===== src/rtl/bbias_cal_pkg.sv =====
package bbias_cal_pkg;

    typedef enum logic [1:0] {
        BIAS_REV  = 2'd0,
        BIAS_ZERO = 2'd1,
        BIAS_FWD  = 2'd2
    } bias_mode_t;

    typedef enum logic [1:0] {
        ST_IDLE   = 2'd0,
        ST_SETTLE = 2'd1,
        ST_SAMPLE = 2'd2,
        ST_BREAK  = 2'd3
    } cal_state_t;

    // select vector order: {fwd, zero, rev}
    function automatic logic [2:0] mode_to_sel(input bias_mode_t m);
        logic [2:0] s;
        unique case (m)
            BIAS_REV:  s = 3'b001;
            BIAS_ZERO: s = 3'b010;
            BIAS_FWD:  s = 3'b100;
            default:   s = 3'b010;
        endcase
        return s;
    endfunction

endpackage


===== src/rtl/bbias_cmp_sync.sv =====
module bbias_cmp_sync #(
    parameter int WIDTH  = 2,
    parameter int STAGES = 2
) (
    input  logic             clk,
    input  logic             rst_n,
    input  logic [WIDTH-1:0] d,
    output logic [WIDTH-1:0] q
);
    logic [WIDTH-1:0] stg [STAGES];

    always_ff @(posedge clk or negedge rst_n) begin
        if (!rst_n) stg[0] <= '0;
        else        stg[0] <= d;
    end

    for (genvar g = 1; g < STAGES; g++) begin : g_stage
        always_ff @(posedge clk or negedge rst_n) begin
            if (!rst_n) stg[g] <= '0;
            else        stg[g] <= stg[g-1];
        end
    end

    assign q = stg[STAGES-1];
endmodule


===== src/rtl/bbias_settle_cnt.sv =====
module bbias_settle_cnt #(
    parameter int CNT_W = 8
) (
    input  logic             clk,
    input  logic             rst_n,
    input  logic             load,
    input  logic [CNT_W-1:0] load_val,
    input  logic             run,
    output logic             expired
);
    logic [CNT_W-1:0] cnt_q;

    always_ff @(posedge clk or negedge rst_n) begin
        if (!rst_n)                   cnt_q <= '0;
        else if (load)                cnt_q <= load_val;
        else if (run && cnt_q != '0)  cnt_q <= cnt_q - 1'b1;
    end

    assign expired = (cnt_q == '0);


    cnt_hold_zero_chk: assert property (@(posedge clk) disable iff (!rst_n)
        (run && !load && expired) |=> expired);
endmodule


===== src/rtl/bbias_corner_dec.sv =====
module bbias_corner_dec
    import bbias_cal_pkg::*;
(
    input  logic       above_hi,
    input  logic       above_lo,
    output bias_mode_t mode,
    output logic       invalid
);
    always_comb begin
        unique case ({above_hi, above_lo})
            2'b11:   begin mode = BIAS_REV;  invalid = 1'b0; end
            2'b01:   begin mode = BIAS_ZERO; invalid = 1'b0; end
            2'b00:   begin mode = BIAS_FWD;  invalid = 1'b0; end
            default: begin mode = BIAS_ZERO; invalid = 1'b1; end
        endcase
    end
endmodule


===== src/rtl/bbias_cal_top.sv =====
module bbias_cal_top
    import bbias_cal_pkg::*;
#(
    parameter int CNT_W       = 8,
    parameter int SYNC_STAGES = 2
) (
    input  logic             clk,
    input  logic             rst_n,
    input  logic             cal_req,
    input  logic [CNT_W-1:0] settle_cycles,
    input  logic             mon_above_hi,
    input  logic             mon_above_lo,
    output logic             mon_insert,
    output logic             bias_rev,
    output logic             bias_zero,
    output logic             bias_fwd,
    output logic             cal_fault
);
    cal_state_t state_q, state_d;
    bias_mode_t mode_q, pend_q, dec_mode;
    logic       err_q, dec_invalid, expired;
    logic [1:0] cmp_sync;
    logic [2:0] sel;

    bbias_cmp_sync #(.WIDTH(2), .STAGES(SYNC_STAGES)) u_sync (
        .clk   (clk),
        .rst_n (rst_n),
        .d     ({mon_above_hi, mon_above_lo}),
        .q     (cmp_sync)
    );

    bbias_settle_cnt #(.CNT_W(CNT_W)) u_cnt (
        .clk      (clk),
        .rst_n    (rst_n),
        .load     (state_q == ST_IDLE && cal_req),
        .load_val (settle_cycles),
        .run      (state_q == ST_SETTLE),
        .expired  (expired)
    );

    bbias_corner_dec u_dec (
        .above_hi (cmp_sync[1]),
        .above_lo (cmp_sync[0]),
        .mode     (dec_mode),
        .invalid  (dec_invalid)
    );

    // next-state logic
    always_comb begin
        state_d = state_q;
        unique case (state_q)
            ST_IDLE:   if (cal_req) state_d = ST_SETTLE;
            ST_SETTLE: if (expired) state_d = ST_SAMPLE;
            ST_SAMPLE: state_d = (dec_mode != mode_q) ? ST_BREAK : ST_IDLE;
            ST_BREAK:  state_d = ST_IDLE;
            default:   state_d = ST_IDLE;
        endcase
    end

    // state and result registers
    always_ff @(posedge clk or negedge rst_n) begin
        if (!rst_n) begin
            state_q <= ST_IDLE;
            mode_q  <= BIAS_ZERO;
            pend_q  <= BIAS_ZERO;
            err_q   <= 1'b0;
        end else begin
            state_q <= state_d;
            if (state_q == ST_SAMPLE) begin
                pend_q <= dec_mode;
                err_q  <= dec_invalid;
            end
            if (state_q == ST_BREAK) mode_q <= pend_q;
        end
    end

    // outputs
    always_comb begin
        mon_insert = 1'b0;
        sel        = mode_to_sel(mode_q);
        unique case (state_q)
            ST_IDLE:   ;
            ST_SETTLE: mon_insert = 1'b1;
            ST_SAMPLE: mon_insert = 1'b1;
            ST_BREAK:  sel = 3'b000;
            default:   ;
        endcase
    end

    assign bias_rev  = sel[0];
    assign bias_zero = sel[1];
    assign bias_fwd  = sel[2];
    assign cal_fault = err_q;


    mon_start_chk: assert property (@(posedge clk) disable iff (!rst_n)
        $rose(mon_insert) |-> $past(cal_req));


    sel_onehot0_chk: assert property (@(posedge clk) disable iff (!rst_n)
        $onehot0({bias_fwd, bias_zero, bias_rev}));


    break_single_chk: assert property (@(posedge clk) disable iff (!rst_n)
        ({bias_fwd, bias_zero, bias_rev} == 3'b000) |=> ({bias_fwd, bias_zero, bias_rev} != 3'b000));


    no_direct_swap_chk: assert property (@(posedge clk) disable iff (!rst_n)
        (($past({bias_fwd, bias_zero, bias_rev}) != 3'b000) && ({bias_fwd, bias_zero, bias_rev} != 3'b000))
        |-> $stable({bias_fwd, bias_zero, bias_rev}));


    fault_zero_chk: assert property (@(posedge clk) disable iff (!rst_n)
        cal_fault |-> (bias_zero || {bias_fwd, bias_rev} == 2'b00) && !bias_fwd && !bias_rev);


    hold_idle_chk: assert property (@(posedge clk) disable iff (!rst_n)
        (!mon_insert && $past(!mon_insert) && {bias_fwd, bias_zero, bias_rev} != 3'b000
         && $past({bias_fwd, bias_zero, bias_rev}) != 3'b000)
        |-> ($stable({bias_fwd, bias_zero, bias_rev}) && $stable(cal_fault)));
endmodule


===== config.mk =====
export PLATFORM = sky130hd
export DESIGN_NAME = bbias_cal_top
export DESIGN_NICKNAME = d
export VERILOG_FILES = /design/src/rtl/bbias_cal_pkg.sv /design/src/rtl/bbias_cmp_sync.sv /design/src/rtl/bbias_settle_cnt.sv /design/src/rtl/bbias_corner_dec.sv /design/src/rtl/bbias_cal_top.sv
export SDC_FILE = /design/constraint.sdc
export NUM_CORES = 1
export LEC_CHECK = 0
export BUFFER_PORTS_ARGS = -buffer_cell sky130_fd_sc_hd__buf_4
export CORE_UTILIZATION = 40
export CTS_BUF_LIST = sky130_fd_sc_hd__clkbuf_8
export CTS_CLUSTER_SIZE = 10
export DETAILED_ROUTE_END_ITERATION = 8
export GPL_ROUTABILITY_DRIVEN = 0
export MAX_ROUTING_LAYER = met4
export PLACE_DENSITY = 0.63
export SYNTH_ARGS = -nofsm -noshare
export SYNTH_HDL_FRONTEND = slang
export SYNTH_HIERARCHICAL = 1
export SYNTH_SLANG_ARGS = --single-unit

===== constraint.sdc =====
create_clock -name clk -period 2.4 [get_ports clk]
set_input_delay 0.12 -clock clk [delete_from_list [all_inputs] [get_ports clk]]
set_output_delay 0.12 -clock clk [all_outputs]
set_load 0.005 [all_outputs]

==> reports/results.ini <==
[power_and_ir_drop]
power.net_switching_uw=598
power_frac_comb_pct=46.3
p_int_uw=932
clock_power_share_pct=14.9
p_seq_share_pct=38.8
switching_share_pct=39.1
powerDensity_nw_per_um2=1170
power_leakage_nw=0.589
vdd_drop_max_mv=0.825

[flow_run]
maxCapViolations=0

[worst_hold_path]
holdCritPathClass=in2reg
worst_min_delay_path_startpoint=settle_cycles[3]
hold_path_end=u_cnt/cnt_q[3]
worstHoldPathCells=3

[layout]
syn_to_final_growth_pct=21.9
insertedDiodeCount=0
final_net_count=147
final_layout_size_suffix_gt1_share_pct=22.6
layout.cells.non_filler=154

[clocking]
ctsRootBufferMaster=sky130_fd_sc_hd__clkbuf_8
cts_tree=built
htree_levels=1
clock-sinks=19
numCtsBuffers=3
number_of_gates_given_a_new_drive_strength_after_cts=0
ctsLongestPathBuffers=2
clkLatencyLatePin_ps=260
path_clk_slew_ps=80

[sta]
relSlewSlack_pct=58.1
setup_tns_ps=0
max_clock_freq_mhz=500
timing.final.max_slew_violations=0
rsz_0062_raised_after_global_routing=false
final.min_clock_period_ps=2000
setup_viol_count_final=0
final_min_period_over_clock_period_pct=83.3
worst_pin_slew_ps=628
timing_hold_violations_final=0
fin_worst_skew_ps=3.51

[setup_path]
path_max_fanout=7
worst_path_depth=5
cp-end-kind=flip-flop
cp_data_arrival_time_ps=2140
startpoint_class_of_the_critical_path=flip-flop
worst_r2r_startpoint=state_q[1]
crit_slowest_cell=sky130_fd_sc_hd__or3b_1
timing.critical_path.max_delay_family=compound AO/OA/AOI/OAI gates
critPathKind=reg2reg
r2r.worst_path.cells=5
required_ps=2540
crit_path_cell_trace=inv_1 -> ha_1 -> or3b_1 -> o311a_1 -> a221o_1
cp_num_buf_inv=1
worst_path_largest_cell_delay_ps=460
rr_endpoint=u_cnt/cnt_q[7]
regToRegSetupSlack_ps=400

[placement]
dp_cells=147
hpwlAfterDp_mm=1.48
io_buffers=17

[logic_synthesis]
synthCells=102
synth_fa_ha_area_share_pct=10.5
post_synth_most_frequent_cells=sky130_fd_sc_hd__dfrtp_1 (17), sky130_fd_sc_hd__ha_1 (9), sky130_fd_sc_hd__inv_1 (7)
post_synth_main_area_contributors=sky130_fd_sc_hd__dfrtp_1 (40%), sky130_fd_sc_hd__ha_1 (11%), sky130_fd_sc_hd__dfstp_2 (4.9%), sky130_fd_sc_hd__mux2_1 (4.2%), sky130_fd_sc_hd__a31oi_1 (2.9%)
synth_cell_type_count=40
synth-async-reset-ratio_pct=100
synth.most_common_cell=sky130_fd_sc_hd__dfrtp_1
yosys_warnings=6
synth_top_cell_by_area=sky130_fd_sc_hd__dfrtp_1
synth-compound-area-share_pct=16.2
synth_enable_flop_cells=0
avgSynthCellArea_sq_um=10.5
yosys-mux-area-fraction_pct=4.20
post_synth_xor_area_fraction_pct=1.63
synth.ff_latch_count=19
synth.yosys.seq_area_share_pct=44.6
synth_fp_nets=124
synth_top_family_by_area=simple AND/OR/NAND/NOR gates
synthFlopType=sky130_fd_sc_hd__dfrtp_1
synth-simple-area-share_pct=17.9
synthDominantCellAreaShare_pct=39.7
synth_cell_area_sq_um=1070

[floorplan]
io-pin-count=18
core.rowCount=18
core_area_sq_um=2500
fp.dieW_um=53.8
initial_utilization_pct=42.9
design.die.area_sq_um=2890
die-height_um=53.8

[detailed_routing]
drtAntennaViolNets=0
drt-initial-drc-count=22
drc=0
post_drt_wl_per_cell_um=13.7
wire_length_after_detailed_routing_mm=2.11
via_per_inst=5.49
vias=846
first_pass_iters=4

[global_routing]
grt_util_all_layers_pct=17.3
antenna_found_initial=0
wire_length_of_the_first_global_routing_pass_mm=3.43
first_global_vias=826
grt_max_degree=20
global_route.overflow_total=0

[outcome]
status=completed

-- sequential cells by signal (all words and copies together), names as in the netlist --
signal	flops
u_sync/q	2
mode_q	2
pend_q	2
u_cnt/cnt_q	8
u_sync/stg	2
cal_fault	1
state_q	2
-- routing by layer --
metal,wire length [um],vias to the layer above,track usage (%)
met5,0,-,-
met4,10,0,7.89
met3,112,2,2.54
met2,965,24,27.2
met1,1020,399,21.9
li1,-,421,-
-- power groups by stage --
| stage | sequential (mW) | clock (mW) | combinational [mW] |
|---|---|---|---|
| 2_1_floorplan | 0.559 | 0 | 0.498 |
| 3_3_place_gp | 0.589 | 0 | 0.679 |
| 3_5_place_dp | 0.595 | 0 | 0.695 |
| 4_1_cts | 0.591 | 0.236 | 0.710 |
| 5_1_grt | 0.612 | 0.250 | 0.800 |
| 6_report | 0.594 | 0.228 | 0.709 |
-- layout make-up --
class                           count  area, sq um
Clock inverter                      1         7.51
Sequential cell                    19          478
Inverter                            8         30.0
Tap cell                           30         37.5
Fill cell                         248         1190
Multi-Input combinational cell     71          541
Timing Repair Buffer               22          173
Clock buffer                        3         41.3
-- cell usage in the layout, fill, tap and decap left out, types with 3 or more instances in the layout --
| cell | instances |
|---|---|
| sky130_fd_sc_hd__buf_4 | 19 |
| sky130_fd_sc_hd__dfrtp_1 | 17 |
| sky130_fd_sc_hd__ha_1 | 9 |
| sky130_fd_sc_hd__inv_1 | 7 |
| sky130_fd_sc_hd__a31oi_1 | 5 |
| sky130_fd_sc_hd__nor2_1 | 5 |
| sky130_fd_sc_hd__nor3_1 | 4 |
| sky130_fd_sc_hd__nor3b_1 | 4 |
| sky130_fd_sc_hd__mux2_1 | 4 |
| sky130_fd_sc_hd__a21oi_1 | 4 |
| sky130_fd_sc_hd__clkbuf_8 | 3 |
| sky130_fd_sc_hd__dlygate4sd3_1 | 3 |
| sky130_fd_sc_hd__or4_1 | 3 |
-- how the worst max path moves through the flow --
stage / start / endpoint / slack (ps)
after floorplan: state_q[1] / u_cnt/cnt_q[7] / 590
after global placement: u_cnt/cnt_q[0] / state_q[1] / 500
after detailed placement: state_q[1] / u_cnt/cnt_q[7] / 440
after CTS: state_q[1] / u_cnt/cnt_q[7] / 430
after global routing: state_q[1] / u_cnt/cnt_q[7] / 300
final: state_q[1] / u_cnt/cnt_q[7] / 400
-- kinds of logic (layout without fill, tap and decap cells) --
group           count (synthesis)  after routing
buf+inv                        12             34
simple gates                   32             32
mux                             4              4
xor+xnor                        2              2
compound gates                 24             24
fa+ha+maj                       9              9
flops                          19             19
-- repair_timing --
| item | CTS | global route |
|---|---|---|
| buffers inserted | 0 | 0 |
| hold buffers | 3 | 0 |
| setup endpoints to repair | 0 | 0 |
| hold endpoints to repair | 21 | 0 |
-- worst min-delay path, stage by stage --
cell                       delay [ps]
sky130_fd_sc_hd__buf_4             80
sky130_fd_sc_hd__nand2_1           50
sky130_fd_sc_hd__o221ai_1          60
-- through the flow --
step | hold slack (ps) | power (mW) | area, sq um | utilization [%] | worst slack (ps)
2_1_floorplan | -176 | 1.06 | 1070 | - | 585
3_3_place_gp | 10.0 | 1.27 | 1230 | 49.1 | 496
3_5_place_dp | 11.8 | 1.29 | 1230 | 49.1 | 444
4_1_cts | 76.7 | 1.54 | 1310 | 52.3 | 426
5_1_grt | 98.3 | 1.66 | 1310 | 52.3 | 304
6_report | 83.7 | 1.53 | 1310 | 52.3 | 400
(Power assumes the default switching activity.)
